## src/rtl/io_jump_pkg.sv

```systemverilog
package io_jump_pkg;
  typedef enum logic [1:0] {
    ST_IDLE    = 2'd0,
    ST_IO_REQ  = 2'd1,
    ST_IO_WAIT = 2'd2,
    ST_LOAD_PC = 2'd3
  } seqState_t;

  // strobes from control to datapath
  typedef struct packed {
    logic capCmd;   // latch instruction address and port address
    logic capData;  // latch target built from the returned byte
  } dpCtrl_t;
endpackage

```

## src/rtl/io_jump_ctrl.sv

```systemverilog
module io_jump_ctrl
  import io_jump_pkg::*;
(
  input  logic    clk,
  input  logic    rstN,
  input  logic    start,
  input  logic    ioReady,
  output dpCtrl_t ctl,
  output logic    ioReq,
  output logic    pcLoad,
  output logic    done
);
  seqState_t state, stateNext;

  always_ff @(posedge clk) begin
    if (!rstN) state <= ST_IDLE;
    else       state <= stateNext;
  end

  always_comb begin
    stateNext = state;
    unique case (state)
      ST_IDLE:    if (start) stateNext = ST_IO_REQ;
      ST_IO_REQ:  stateNext = ioReady ? ST_LOAD_PC : ST_IO_WAIT;
      ST_IO_WAIT: if (ioReady) stateNext = ST_LOAD_PC;
      ST_LOAD_PC: stateNext = ST_IDLE;
      default:    stateNext = ST_IDLE;
    endcase
  end

  logic reqPhase;
  assign reqPhase    = (state == ST_IO_REQ) || (state == ST_IO_WAIT);
  assign ioReq       = reqPhase;
  assign pcLoad      = (state == ST_LOAD_PC);
  assign done        = (state == ST_LOAD_PC);
  assign ctl.capCmd  = (state == ST_IDLE) && start;
  assign ctl.capData = reqPhase && ioReady;
endmodule

```

## src/rtl/io_jump_dp.sv

```systemverilog
module io_jump_dp
  import io_jump_pkg::*;
#(
  parameter int ADDR_W    = 16,
  parameter int DATA_W    = 8,
  parameter int PORT_W    = 16,
  parameter int KEEP_BITS = 2,
  parameter int SHIFT     = 6,
  parameter int INSTR_LEN = 2
) (
  input  logic              clk,
  input  logic              rstN,
  input  dpCtrl_t           ctl,
  input  logic [ADDR_W-1:0] instrAddr,
  input  logic [PORT_W-1:0] portSel,
  input  logic [DATA_W-1:0] ioData,
  output logic [PORT_W-1:0] ioAddr,
  output logic [ADDR_W-1:0] pcOut
);
  localparam logic [ADDR_W-1:0] BASE_MASK = ~({ADDR_W{1'b1}} >> KEEP_BITS);
  localparam logic [ADDR_W-1:0] STEP      = ADDR_W'(INSTR_LEN);

  logic [ADDR_W-1:0] addrQ, targetQ;
  logic [PORT_W-1:0] portQ;
  logic [ADDR_W-1:0] nextPc, basePc, offset, targetD;

  // wraps modulo 2**ADDR_W
  assign nextPc  = addrQ + STEP;
  assign basePc  = nextPc & BASE_MASK;
  assign offset  = ADDR_W'(ioData) << SHIFT;
  assign targetD = basePc + offset;

  always_ff @(posedge clk) begin
    if (!rstN) begin
      addrQ   <= '0;
      portQ   <= '0;
      targetQ <= '0;
    end else begin
      if (ctl.capCmd) begin
        addrQ <= instrAddr;
        portQ <= portSel;
      end
      if (ctl.capData) targetQ <= targetD;
    end
  end

  assign ioAddr = portQ;
  assign pcOut  = targetQ;
endmodule

```

## src/rtl/io_jump_seq.sv

```systemverilog
module io_jump_seq
  import io_jump_pkg::*;
#(
  parameter int ADDR_W    = 16,
  parameter int DATA_W    = 8,
  parameter int PORT_W    = 16,
  parameter int KEEP_BITS = 2,
  parameter int SHIFT     = 6
) (
  input  logic              clk,
  input  logic              rstN,
  input  logic              start,
  input  logic [ADDR_W-1:0] instrAddr,
  input  logic [PORT_W-1:0] portSel,
  output logic              ioReq,
  output logic [PORT_W-1:0] ioAddr,
  input  logic [DATA_W-1:0] ioData,
  input  logic              ioReady,
  output logic [ADDR_W-1:0] pcOut,
  output logic              pcLoad,
  output logic              done
);
  dpCtrl_t ctl;

  io_jump_ctrl u_ctrl (
    .clk(clk), .rstN(rstN), .start(start), .ioReady(ioReady),
    .ctl(ctl), .ioReq(ioReq), .pcLoad(pcLoad), .done(done)
  );

  io_jump_dp #(
    .ADDR_W(ADDR_W), .DATA_W(DATA_W), .PORT_W(PORT_W),
    .KEEP_BITS(KEEP_BITS), .SHIFT(SHIFT), .INSTR_LEN(2)
  ) u_dp (
    .clk(clk), .rstN(rstN), .ctl(ctl), .instrAddr(instrAddr),
    .portSel(portSel), .ioData(ioData), .ioAddr(ioAddr), .pcOut(pcOut)
  );
endmodule

```

## config.mk

```make
export PLATFORM = sky130hd
export DESIGN_NAME = io_jump_seq
export DESIGN_NICKNAME = d
export VERILOG_FILES = /design/src/rtl/io_jump_pkg.sv /design/src/rtl/io_jump_ctrl.sv /design/src/rtl/io_jump_dp.sv /design/src/rtl/io_jump_seq.sv
export SDC_FILE = /design/constraint.sdc
export NUM_CORES = 1
export LEC_CHECK = 0
export ABC_CLOCK_PERIOD_IN_PS = 2600
export BUFFER_PORTS_ARGS = -buffer_cell sky130_fd_sc_hd__buf_2
export CAP_MARGIN = 20
export CORE_UTILIZATION = 49
export DETAILED_ROUTE_END_ITERATION = 7
export GPL_TIMING_DRIVEN = 0
export PLACE_DENSITY = 0.83
export SYNTH_ARGS = -nofsm -noshare
export SYNTH_HDL_FRONTEND = slang
export SYNTH_SLANG_ARGS = --single-unit
```

## constraint.sdc

```tcl
create_clock -name clk -period 2.6 [get_ports clk]
set_input_delay 0.52 -clock clk [delete_from_list [all_inputs] [get_ports clk]]
set_output_delay 0.52 -clock clk [all_outputs]
set_load 0.02 [all_outputs]
```

==> results of run 1 <==
==> cells by family after synthesis <==
| kind of cell | count (synthesis) | share of synthesized area, % |
|---|---|---|
| AND/OR/NAND/NOR | 92 | 23.24 |
| flip-flops | 43 | 49.82 |
| other | 1 | 0.2170 |
| buffers and inverters | 24 | 7.024 |
| multiplexers | 1 | 0.5793 |
| XOR/XNOR | 1 | 0.5070 |
| adder cells (fa/ha/maj) | 5 | 3.621 |
| AO/OA/AOI/OAI | 46 | 14.99 |
==> flip-flops by register name, summed over array words and instances (netlist names) <==
name and cells:
u_ctrl.state 2, u_dp.addrQ 15, u_dp.ioAddr 16, u_dp.pcOut 10
==> power groups by stage <==
| stage | logic, mW | registers, mW | clock network, mW |
|---|---|---|---|
| 2_1_floorplan | 0.470 | 1.00 | 0 |
| 3_3_place_gp | 0.792 | 0.897 | 0 |
| 3_5_place_dp | 0.813 | 0.902 | 0 |
| 4_1_cts | 0.815 | 0.887 | 0.431 |
| 5_1_grt | 0.903 | 0.907 | 0.459 |
| 6_report | 0.808 | 0.887 | 0.422 |
==> synth_stat cells, drive strengths merged <==
cell	n	area share (%)
nand2	81	18
dfxtp	43	50
a21oi	32	9.3
buf	12	4.4
a21boi	8	3.5
clkbuf	7	1.5
ha	5	3.6
inv	5	1.1
o21ai	3	0.87
and2	2	0.72
nand4	2	1.1
nor4	2	2.0
a211oi	1	0.43
a221oi	1	0.51
a22oi	1	0.43
and4	1	0.58
conb	1	0.22
mux2i	1	0.58
nand3	1	0.29
nor2b	1	0.36
nor3	1	0.29
or3	1	0.36
xnor2	1	0.51
==> area by class of cell <==
cell class	count	area [µm²]	share of cell area, %
flip-flops and latches	43	860.8	38.41
multi-input cells	151	764.5	34.11
repair buffers	71	355.3	15.86
plain buffers	19	102.6	4.578
well taps	46	57.56	2.568
clock inverters	3	43.79	1.954
clock buffers	5	37.54	1.675
inverters	5	18.77	0.8375
==> per-stage QoR <==
stage	cell area [µm²]	utilization, %	total power, mW	hold WS, ns
after floorplan	1747	-	1.471	0.4362
after global placement	2160	64.21	1.689	0.4384
after detailed placement	2160	64.21	1.715	0.4440
after CTS	2241	66.63	2.133	0.3567
after global routing	2241	66.63	2.269	0.3543
final	2241	66.63	2.116	0.3773
==> routing by layer <==
| metal | wire (µm) | up-vias |
|---|---|---|
| met5 | 0 | - |
| met4 | 87 | 0 |
| met3 | 279 | 12 |
| met2 | 1596 | 65 |
| met1 | 1620 | 708 |
| li1 | - | 847 |
==> worst min-delay path, delay by kind of cell <==
| family | cells | cell delay [ns] |
|---|---|---|
| AND/OR/NAND/NOR | 1 | 0.04 |
| AO/OA/AOI/OAI | 1 | 0.05 |
| buffers and inverters | 1 | 0.09 |
==> cell usage in the layout (no fill, tap or decap), types with 2 or more instances in the layout <==
| master | Yosys | routed |
|---|---|---|
| o21ai_0 | 3 | 3 |
| buf_4 | 7 | 7 |
| ha_1 | 5 | 5 |
| conb_1 | 1 | 6 |
| inv_1 | 5 | 5 |
| clkbuf_1 | 7 | 7 |
| and2_1 | 2 | 2 |
| a21boi_0 | 8 | 8 |
| buf_2 | 4 | 75 |
| dfxtp_1 | 43 | 43 |
| a21oi_1 | 32 | 32 |
| clkbuf_4 | 0 | 5 |
| nand2_1 | 81 | 81 |
==> final timing paths <==
path / to / slack [ns] / cells past startpoint
min reg2reg: u_dp.pcOut[6]$_SDFFE_PN0P_ / 0.46 / 2
max reg2reg: u_dp.pcOut[15]$_SDFFE_PN0P_ / 0.87 / 6
min: u_dp.pcOut[6]$_SDFFE_PN0P_ / 0.38 / 3
max: ioReq / 0.70 / 3
==> qor.csv, run 1 <==
stage,metric,value,unit
outcome,status,finished clean,
sta,# setup viols final,0,
layout,share of layout cells above drive strength 1,31.65,%
grt,grt met3 use,6.723,%
clocking,CTS tree,done,
yosys,Yosys Warn Count,0,
yosys,Yosys reg bits,43,
critical_path,worst r2r src,u_ctrl.state[1]$_SDFFE_PN0P_,
grt,gr ovfl total,0,
route,Routed Antenna Nets,0,
clocking,"Clk Latency, worst-skew pair",0.36,ns
layout,antenna cells,0,
die,row cnt,21,
route,wire length per cell,10.45,µm
sta,Max Slew Vio Count,0,
layout,Fill cells,314,
clocking,CTS root buf,clkbuf_4,
route,drt pass-1 iters,4,
route,final WL,3.583,mm
grt,first-pass GRT wire length,5.437,mm
critical_path,"Slowest-stage cell, CP",dfxtp_1,
layout,"non-filler cells, final",343,
yosys,Post-Syn Instances,213,
grt,met2 Track Usage GR,31.99,%
sta,TNS Setup,0,ns
flow_run,Max Cap Viol,0,
clocking,clock buffer depth,2,
critical_path,kind of critical path,reg -> out,
die,Die H,61.39,µm
clocking,Clock Sink Count,43,
critical_path,Top delay family on crit path,flip-flops,
critical_path,CP max stage delay,0.42,ns
pwr,pwr dens,944.3,nW/µm²
sta,Final Hold Fails,0,
grt,Total Routing Usage GR,19.85,%
grt,largest net degree at the start of global routing,15,
clocking,Post-CTS Hold Buffers,0,
critical_path,Startpoint Class,register,
route,via count,1632,
sta,max frequency,525.7,MHz
grt,number of global-route vias before repair,1332,
route,DRC Markers,0,
grt,GRT met1 Usage,22.82,%
clocking,Post-CTS Setup Inserts,0,
critical_path,Setup crit start,u_ctrl.state[1]$_SDFFE_PN0P_,
pwr,maximum vdd drop,0.0005865,V
grt,GRT busiest layer,met2,
pwr,Internal Power,1.296,mW
sta,post-route minimum period,1.902,ns
yosys,post-synthesis sequential area ratio,49.82,%
pwr,power share of the sequential group,41.9,%
critical_path,crit-path cells,"inv_1, ha_1, buf_2",
yosys,Synth cell types,27,
critical_path,Worst Path Max Fanout,5,
die,die width,61.39,µm
critical_path,WP data required,2.08,ns
placement,buffers added on ports,71,
route,DR iter-0 viols,66,
pwr,combinational share of power,38.2,%
placement,hpwl dp,2.668,mm
die,die area,3768,µm²
clocking,"Reg clk slew, reported paths",0.13,ns
pwr,Leakage,1.068,nW
placement,gp weighted congestion,0.7905,
clocking,Num CTS Buffers,5,
placement,Placed Cells,335,
die,I/O pin count,79,
sta,final worst-path cycle share,73.16,%
sta,RSZ-0062 raised after global routing,false,
critical_path,critical path buffer and inverter count,2,
yosys,Mapped Avg Cell Area,8.112,µm²
route,vias per std cell,4.758,
pwr,Sw Share,38.75,%
pwr,Clock Power Share,19.9,%
worst_hold_path,Hold Startpoint,ioData[0],
clocking,post-cts resize count,0,
worst_hold_path,HP Class,in -> reg,
layout,area growth from synthesis to layout,29.69,%
yosys,"Cell Area, Synth",1728,µm²
sta,slack of the critical path,0.6979,ns
pwr,NetSw,0.8200,mW
critical_path,Worst EP arrival,1.38,ns
sta,Fin Clk Skew,0.01093,ns
clocking,H-tree depth,2,
grt,initial antenna violation count,0,
critical_path,Critical Path End Type,output pin,
die,core footprint,3363,µm²
die,Starting Density,51.38,%
placement,"worst slack, placed",0.8743,ns
layout,Nets,345,
Power figures use the tool's default switching activity.
==> run 2: changes to the inputs <==
- ABC_CLOCK_PERIOD_IN_PS: 2600 -> 1600
- CORE_UTILIZATION: 49 -> 41
- PLACE_DENSITY: 0.83 -> 0.74
- clock period: 2.6 -> 1.6 ns (I/O delays scaled with it)
==> run 2 against run 1 <==
Total power up 66%. Utilization shrank 10 points. Via count is 4.9% lower. Sequential power increased by 63%. Critical path type unchanged. Cell area rose by 1.8%. Combinational power grew 72%. Setup slack got worse by 0.64 ns. Die area rose by 19%. Clock power up 60%. Largest cell class unchanged. Register-to-register slack lost 0.76 ns.
==> qor.csv, run 2 (same netlist as run 1, synthesis figures left out) <==
stage,metric,value,unit
grt,gr ovfl total,0,
sta,final worst-path cycle share,96.41,%
sta,RSZ-0062 raised after global routing,true,
die,row cnt,23,
route,vias per std cell,4.486,
outcome,status,finished clean,
route,DR iter-0 viols,69,
die,Starting Density,42.89,%
route,DRC Markers,0,
clocking,"Clk Latency, worst-skew pair",0.28,ns
die,die width,66.92,µm
sta,Max Slew Vio Count,0,
layout,most frequent cells in the layout,"nand2_1, buf_2, dfxtp_1",
critical_path,kind of critical path,reg -> out,
pwr,Leakage,1.082,nW
worst_hold_path,hold path depth,3,
layout,"non-filler cells, final",346,
critical_path,r2r worst-path depth,7,
critical_path,critical path buffer and inverter count,2,
placement,hpwl dp,2.663,mm
critical_path,crit-path cells,"inv_1, ha_4, buf_2",
critical_path,"Slowest-stage cell, CP",dfxtp_2,
clocking,Post-CTS Setup Inserts,0,
route,Routed Antenna Nets,0,
clocking,Num CTS Buffers,5,
critical_path,worst r2r src,u_ctrl.state[0]$_SDFFE_PN0P_,
route,via count,1552,
die,core footprint,4029,µm²
die,die area,4478,µm²
sta,max frequency,648.3,MHz
grt,Total Routing Usage GR,15.89,%
die,I/O pin count,79,
route,final WL,3.620,mm
grt,initial antenna violation count,0,
critical_path,Startpoint Class,register,
grt,number of global-route vias before repair,1201,
layout,Nets,345,
pwr,pwr dens,1539,nW/µm²
grt,first-pass GRT wire length,5.292,mm
route,drt pass-1 iters,4,
worst_hold_path,Hold Startpoint,ioData[0],
critical_path,Worst R2R End,u_dp.addrQ[8]$_SDFFE_PN0P_,
layout,"most common cell after layout, fill and taps aside",nand2_1,
clocking,Clock Sink Count,43,
sta,TNS Setup,0,ns
clocking,"Reg clk slew, reported paths",0.08,ns
critical_path,CP max stage delay,0.35,ns
clocking,CTS root buf,clkbuf_8,
sta,# setup viols final,0,
worst_hold_path,HP Class,in -> reg,
pwr,maximum vdd drop,0.0008499,V
critical_path,reg2reg setup slack,0.11,ns
critical_path,Critical Path End Type,output pin,
route,wire length per cell,10.46,µm
critical_path,WP data required,1.28,ns
grt,largest net degree at the start of global routing,13,
layout,share of layout cells above drive strength 1,33.11,%
placement,buffers added on ports,71,
clocking,Post-CTS Hold Buffers,0,
layout,final core utilization,56.61,%
flow_run,Max Cap Viol,0,
die,Die H,66.92,µm
sta,Final Hold Fails,0,
layout,antenna cells,0,
clocking,clock buffer depth,2,
worst_hold_path,WHS Endpoint,u_dp.pcOut[6]$_SDFFE_PN0P_,
placement,gp weighted congestion,0.8346,
critical_path,CP Depth,3,
clocking,post-cts resize count,2,
clocking,CTS tree,done,
placement,Placed Cells,339,
layout,max reg flops,16,
critical_path,Worst Path Max Fanout,5,
sta,post-route minimum period,1.543,ns
critical_path,Worst EP arrival,1.22,ns
sta,Fin Clk Skew,0.007188,ns
clocking,H-tree depth,2,
layout,area growth from synthesis to layout,32.01,%
critical_path,Top delay family on crit path,flip-flops,
-- run 2: per-layer routing --
| metal | vias to the layer above | global-route usage (%) | share of wire [%] |
|---|---|---|---|
| met5 | - | 0 | 0 |
| met4 | 0 | 6.383 | 1.3 |
| met3 | 5 | 3.767 | 5.0 |
| met2 | 47 | 25.13 | 46 |
| met1 | 661 | 20.54 | 47 |
| li1 | 839 | - | - |
-- run 2: worst max path at each step --
| stage | start | end | slack, ns |
|---|---|---|---|
| finish | u_ctrl.state[0]$_SDFFE_PN0P_ | ioReq | 0.06 |
| global route | u_ctrl.state[0]$_SDFFE_PN0P_ | u_dp.addrQ[4]$_SDFFE_PN0P_ | -0.004 |
| CTS | u_ctrl.state[0]$_SDFFE_PN0P_ | ioReq | 0.005 |
| detailed placement | u_ctrl.state[1]$_SDFFE_PN0P_ | u_dp.pcOut[15]$_SDFFE_PN0P_ | -0.03 |
| global placement | u_ctrl.state[1]$_SDFFE_PN0P_ | u_dp.pcOut[15]$_SDFFE_PN0P_ | 0.002 |
| floorplan | u_ctrl.state[1]$_SDFFE_PN0P_ | u_dp.pcOut[15]$_SDFFE_PN0P_ | 0.05 |
-- run 2: layout make-up --
type,count,area (µm²)
buffer,19,108.9
multi-input combinational,151,784.5
tap,50,62.56
clock buffer,6,82.58
sequential,43,863.3
inverter,5,18.77
fill,400,1748
timing repair buffer,71,355.3
clock inverter,1,5.005
-- run 2: power breakdown --
group / switching [mW] / internal [mW] / leakage [nW] / total, mW
sequential: 0.131 / 1.32 / 0.353 / 1.45
clock: 0.337 / 0.339 / 0.0470 / 0.675
combinational: 0.863 / 0.526 / 0.682 / 1.39
total: 1.33 / 2.18 / 1.08 / 3.51
-- run 2: worst min-delay path, delay by kind of cell --
kind / cells / cell delay (ns)
buffers and inverters: 1 / 0.09
AO/OA/AOI/OAI: 1 / 0.05
AND/OR/NAND/NOR: 1 / 0.04
-- run 2: per-stage QoR --
stage          hold slack [ns]  power, mW  worst slack [ns]  area [µm²]
2_1_floorplan           0.4362      2.405           0.04505        1752
3_3_place_gp            0.4379      2.771          0.002383        2170
3_5_place_dp            0.4436      2.809          -0.03353        2170
4_1_cts                 0.2607      3.493          0.005014        2260
5_1_grt                 0.2567      3.763         -0.003512        2281
6_report                0.2655      3.511           0.05749        2281
==> run 3: changes to the inputs <==
==> constraint.sdc (replaced) <==
create_clock -name clk -period 1.6 [get_ports clk]
set_input_delay 0.32 -clock clk [delete_from_list [all_inputs] [get_ports clk]]
set_output_delay 0.32 -clock clk [all_outputs]
set_load 0.005 [all_outputs]
==> run 3 against run 2 <==
First-iteration DRC count down 64%. Critical endpoint unchanged. Setup slack better by 0.022 ns. Wire length up 4.9%. Critical path depth unchanged. Combinational power down 14%. Sequential share of layout area down 0.34 points. Cell count up 0.29%.
==> qor.csv, run 3 (same netlist as run 1, synthesis figures left out) <==
stage,metric,value,unit
clocking,Clock Sink Count,43,
grt,largest net degree at the start of global routing,14,
flow_run,Max Cap Viol,0,
placement,Placed Cells,339,
critical_path,WP data required,1.28,ns
route,Routed Antenna Nets,0,
sta,max frequency,657.7,MHz
layout,Nets,345,
route,via count,1620,
die,Die H,66.92,µm
layout,most frequent cells in the layout,"nand2_1, buf_2, dfxtp_1",
clocking,Num CTS Buffers,5,
sta,slack of the critical path,0.07949,ns
sta,Fin Clk Skew,0.004219,ns
grt,Total Routing Usage GR,17.74,%
layout,share of layout cells above drive strength 1,34.01,%
layout,antenna cells,0,
layout,final core utilization,57.05,%
route,DRC Markers,0,
layout,"most common cell after layout, fill and taps aside",nand2_1,
layout,area growth from synthesis to layout,33.02,%
route,final WL,3.798,mm
critical_path,Startpoint Class,register,
grt,initial antenna violation count,0,
critical_path,"Slowest-stage cell, CP",dfxtp_2,
layout,Fill cells,408,
die,I/O pin count,79,
critical_path,CP max stage delay,0.38,ns
layout,"non-filler cells, final",347,
clocking,post-cts resize count,3,
placement,Post-DP Area,2165,µm²
pwr,maximum vdd drop,0.0006697,V
grt,gr ovfl total,0,
die,Starting Density,42.89,%
sta,post-route minimum period,1.521,ns
placement,"worst slack, placed",-0.1357,ns
sta,# setup viols final,0,
placement,buffers added on ports,71,
clocking,CTS root buf,clkbuf_8,
pwr,Leakage,1.090,nW
worst_hold_path,HP Class,in -> reg,
clocking,CTS tree,done,
sta,Max Slew Vio Count,0,
outcome,status,finished clean,
route,vias per std cell,4.669,
route,wire length per cell,10.95,µm
clocking,H-tree depth,2,
critical_path,kind of critical path,reg -> out,
layout,area of the multi-input gates,784.5,µm²
critical_path,Worst Path Max Fanout,5,
placement,hpwl dp,2.728,mm
clocking,Post-CTS Hold Buffers,0,
clocking,clock buffer depth,2,
critical_path,Critical Path End Type,output pin,
critical_path,crit-path cells,"inv_1, ha_4, buf_2",
sta,TNS Setup,0,ns
die,core footprint,4029,µm²
route,drt pass-1 iters,4,
layout,Final Cell Area,2298,µm²
placement,gp weighted congestion,0.6904,
die,die area,4478,µm²
clocking,"Clk Latency, worst-skew pair",0.30,ns
pwr,pwr dens,1488,nW/µm²
sta,RSZ-0062 raised after global routing,false,
grt,number of global-route vias before repair,1406,
die,row cnt,23,
die,die width,66.92,µm
clocking,Post-CTS Setup Inserts,0,
grt,first-pass GRT wire length,5.927,mm
layout,max reg flops,16,
layout,Reg area,862.1,µm²
critical_path,Worst EP arrival,1.20,ns
route,DR iter-0 viols,25,
clocking,"Reg clk slew, reported paths",0.08,ns
sta,Final Hold Fails,0,
sta,final worst-path cycle share,95.03,%
## run 3: changes by cell type in the layout (fill, tap and decap cells not counted), sizes merged
cell,before,now
clkinv,1,0
clkbuf,13,14
clkinvlp,0,1
## run 3: layout make-up
| class | count | area share (%) |
|---|---|---|
| inverter | 5 | 0.8166 |
| timing repair buffer | 71 | 15.46 |
| clock inverter | 1 | 0.3266 |
| sequential | 43 | 37.51 |
| multi-input combinational | 151 | 34.13 |
| buffer | 19 | 4.845 |
| clock buffer | 7 | 4.192 |
| tap | 50 | 2.722 |
## run 3: path summary, 6_finish.rpt
check / startpoint / endpoint / slack (ns) / cells after the start
setup / recovery: u_ctrl.state[1]$_SDFFE_PN0P_ / ioReq / 0.08 / 3
hold / removal: portSel[10] / u_dp.ioAddr[10]$_SDFFE_PN0P_ / 0.25 / 3
setup reg to reg: u_ctrl.state[1]$_SDFFE_PN0P_ / u_dp.pcOut[15]$_SDFFE_PN0P_ / 0.11 / 6
hold reg to reg: u_dp.pcOut[9]$_SDFFE_PN0P_ / u_dp.pcOut[9]$_SDFFE_PN0P_ / 0.46 / 2
## run 3: critical path, delay by kind of cell (launching register included)
kind,cells,cell delay [ns]
flops,1,0.38
fa+ha+maj,1,0.31
buf+inv,2,0.22
## run 3: routing by layer
| metal | wire length (µm) | global-route usage, % |
|---|---|---|
| met1 | 1802 | 21.43 |
| met3 | 278 | 5.822 |
| met5 | 0 | 0 |
| met2 | 1668 | 29.04 |
| met4 | 49 | 6.383 |
## run 3: power by group
part | total [mW] | internal (mW) | leakage, nW | switching (mW)
Combinational | 1.20 | 0.527 | 0.686 | 0.671
Sequential | 1.45 | 1.31 | 0.353 | 0.140
Clock | 0.768 | 0.393 | 0.0505 | 0.375
Total | 3.42 | 2.23 | 1.09 | 1.19
## run 3: per-stage QoR
stage,hold WS [ns],power (mW)
final,0.2538,3.419
after global routing,0.2451,3.671
after CTS,0.2439,3.415
after detailed placement,0.4470,2.584
after global placement,0.4387,2.550
after floorplan,0.4362,2.174
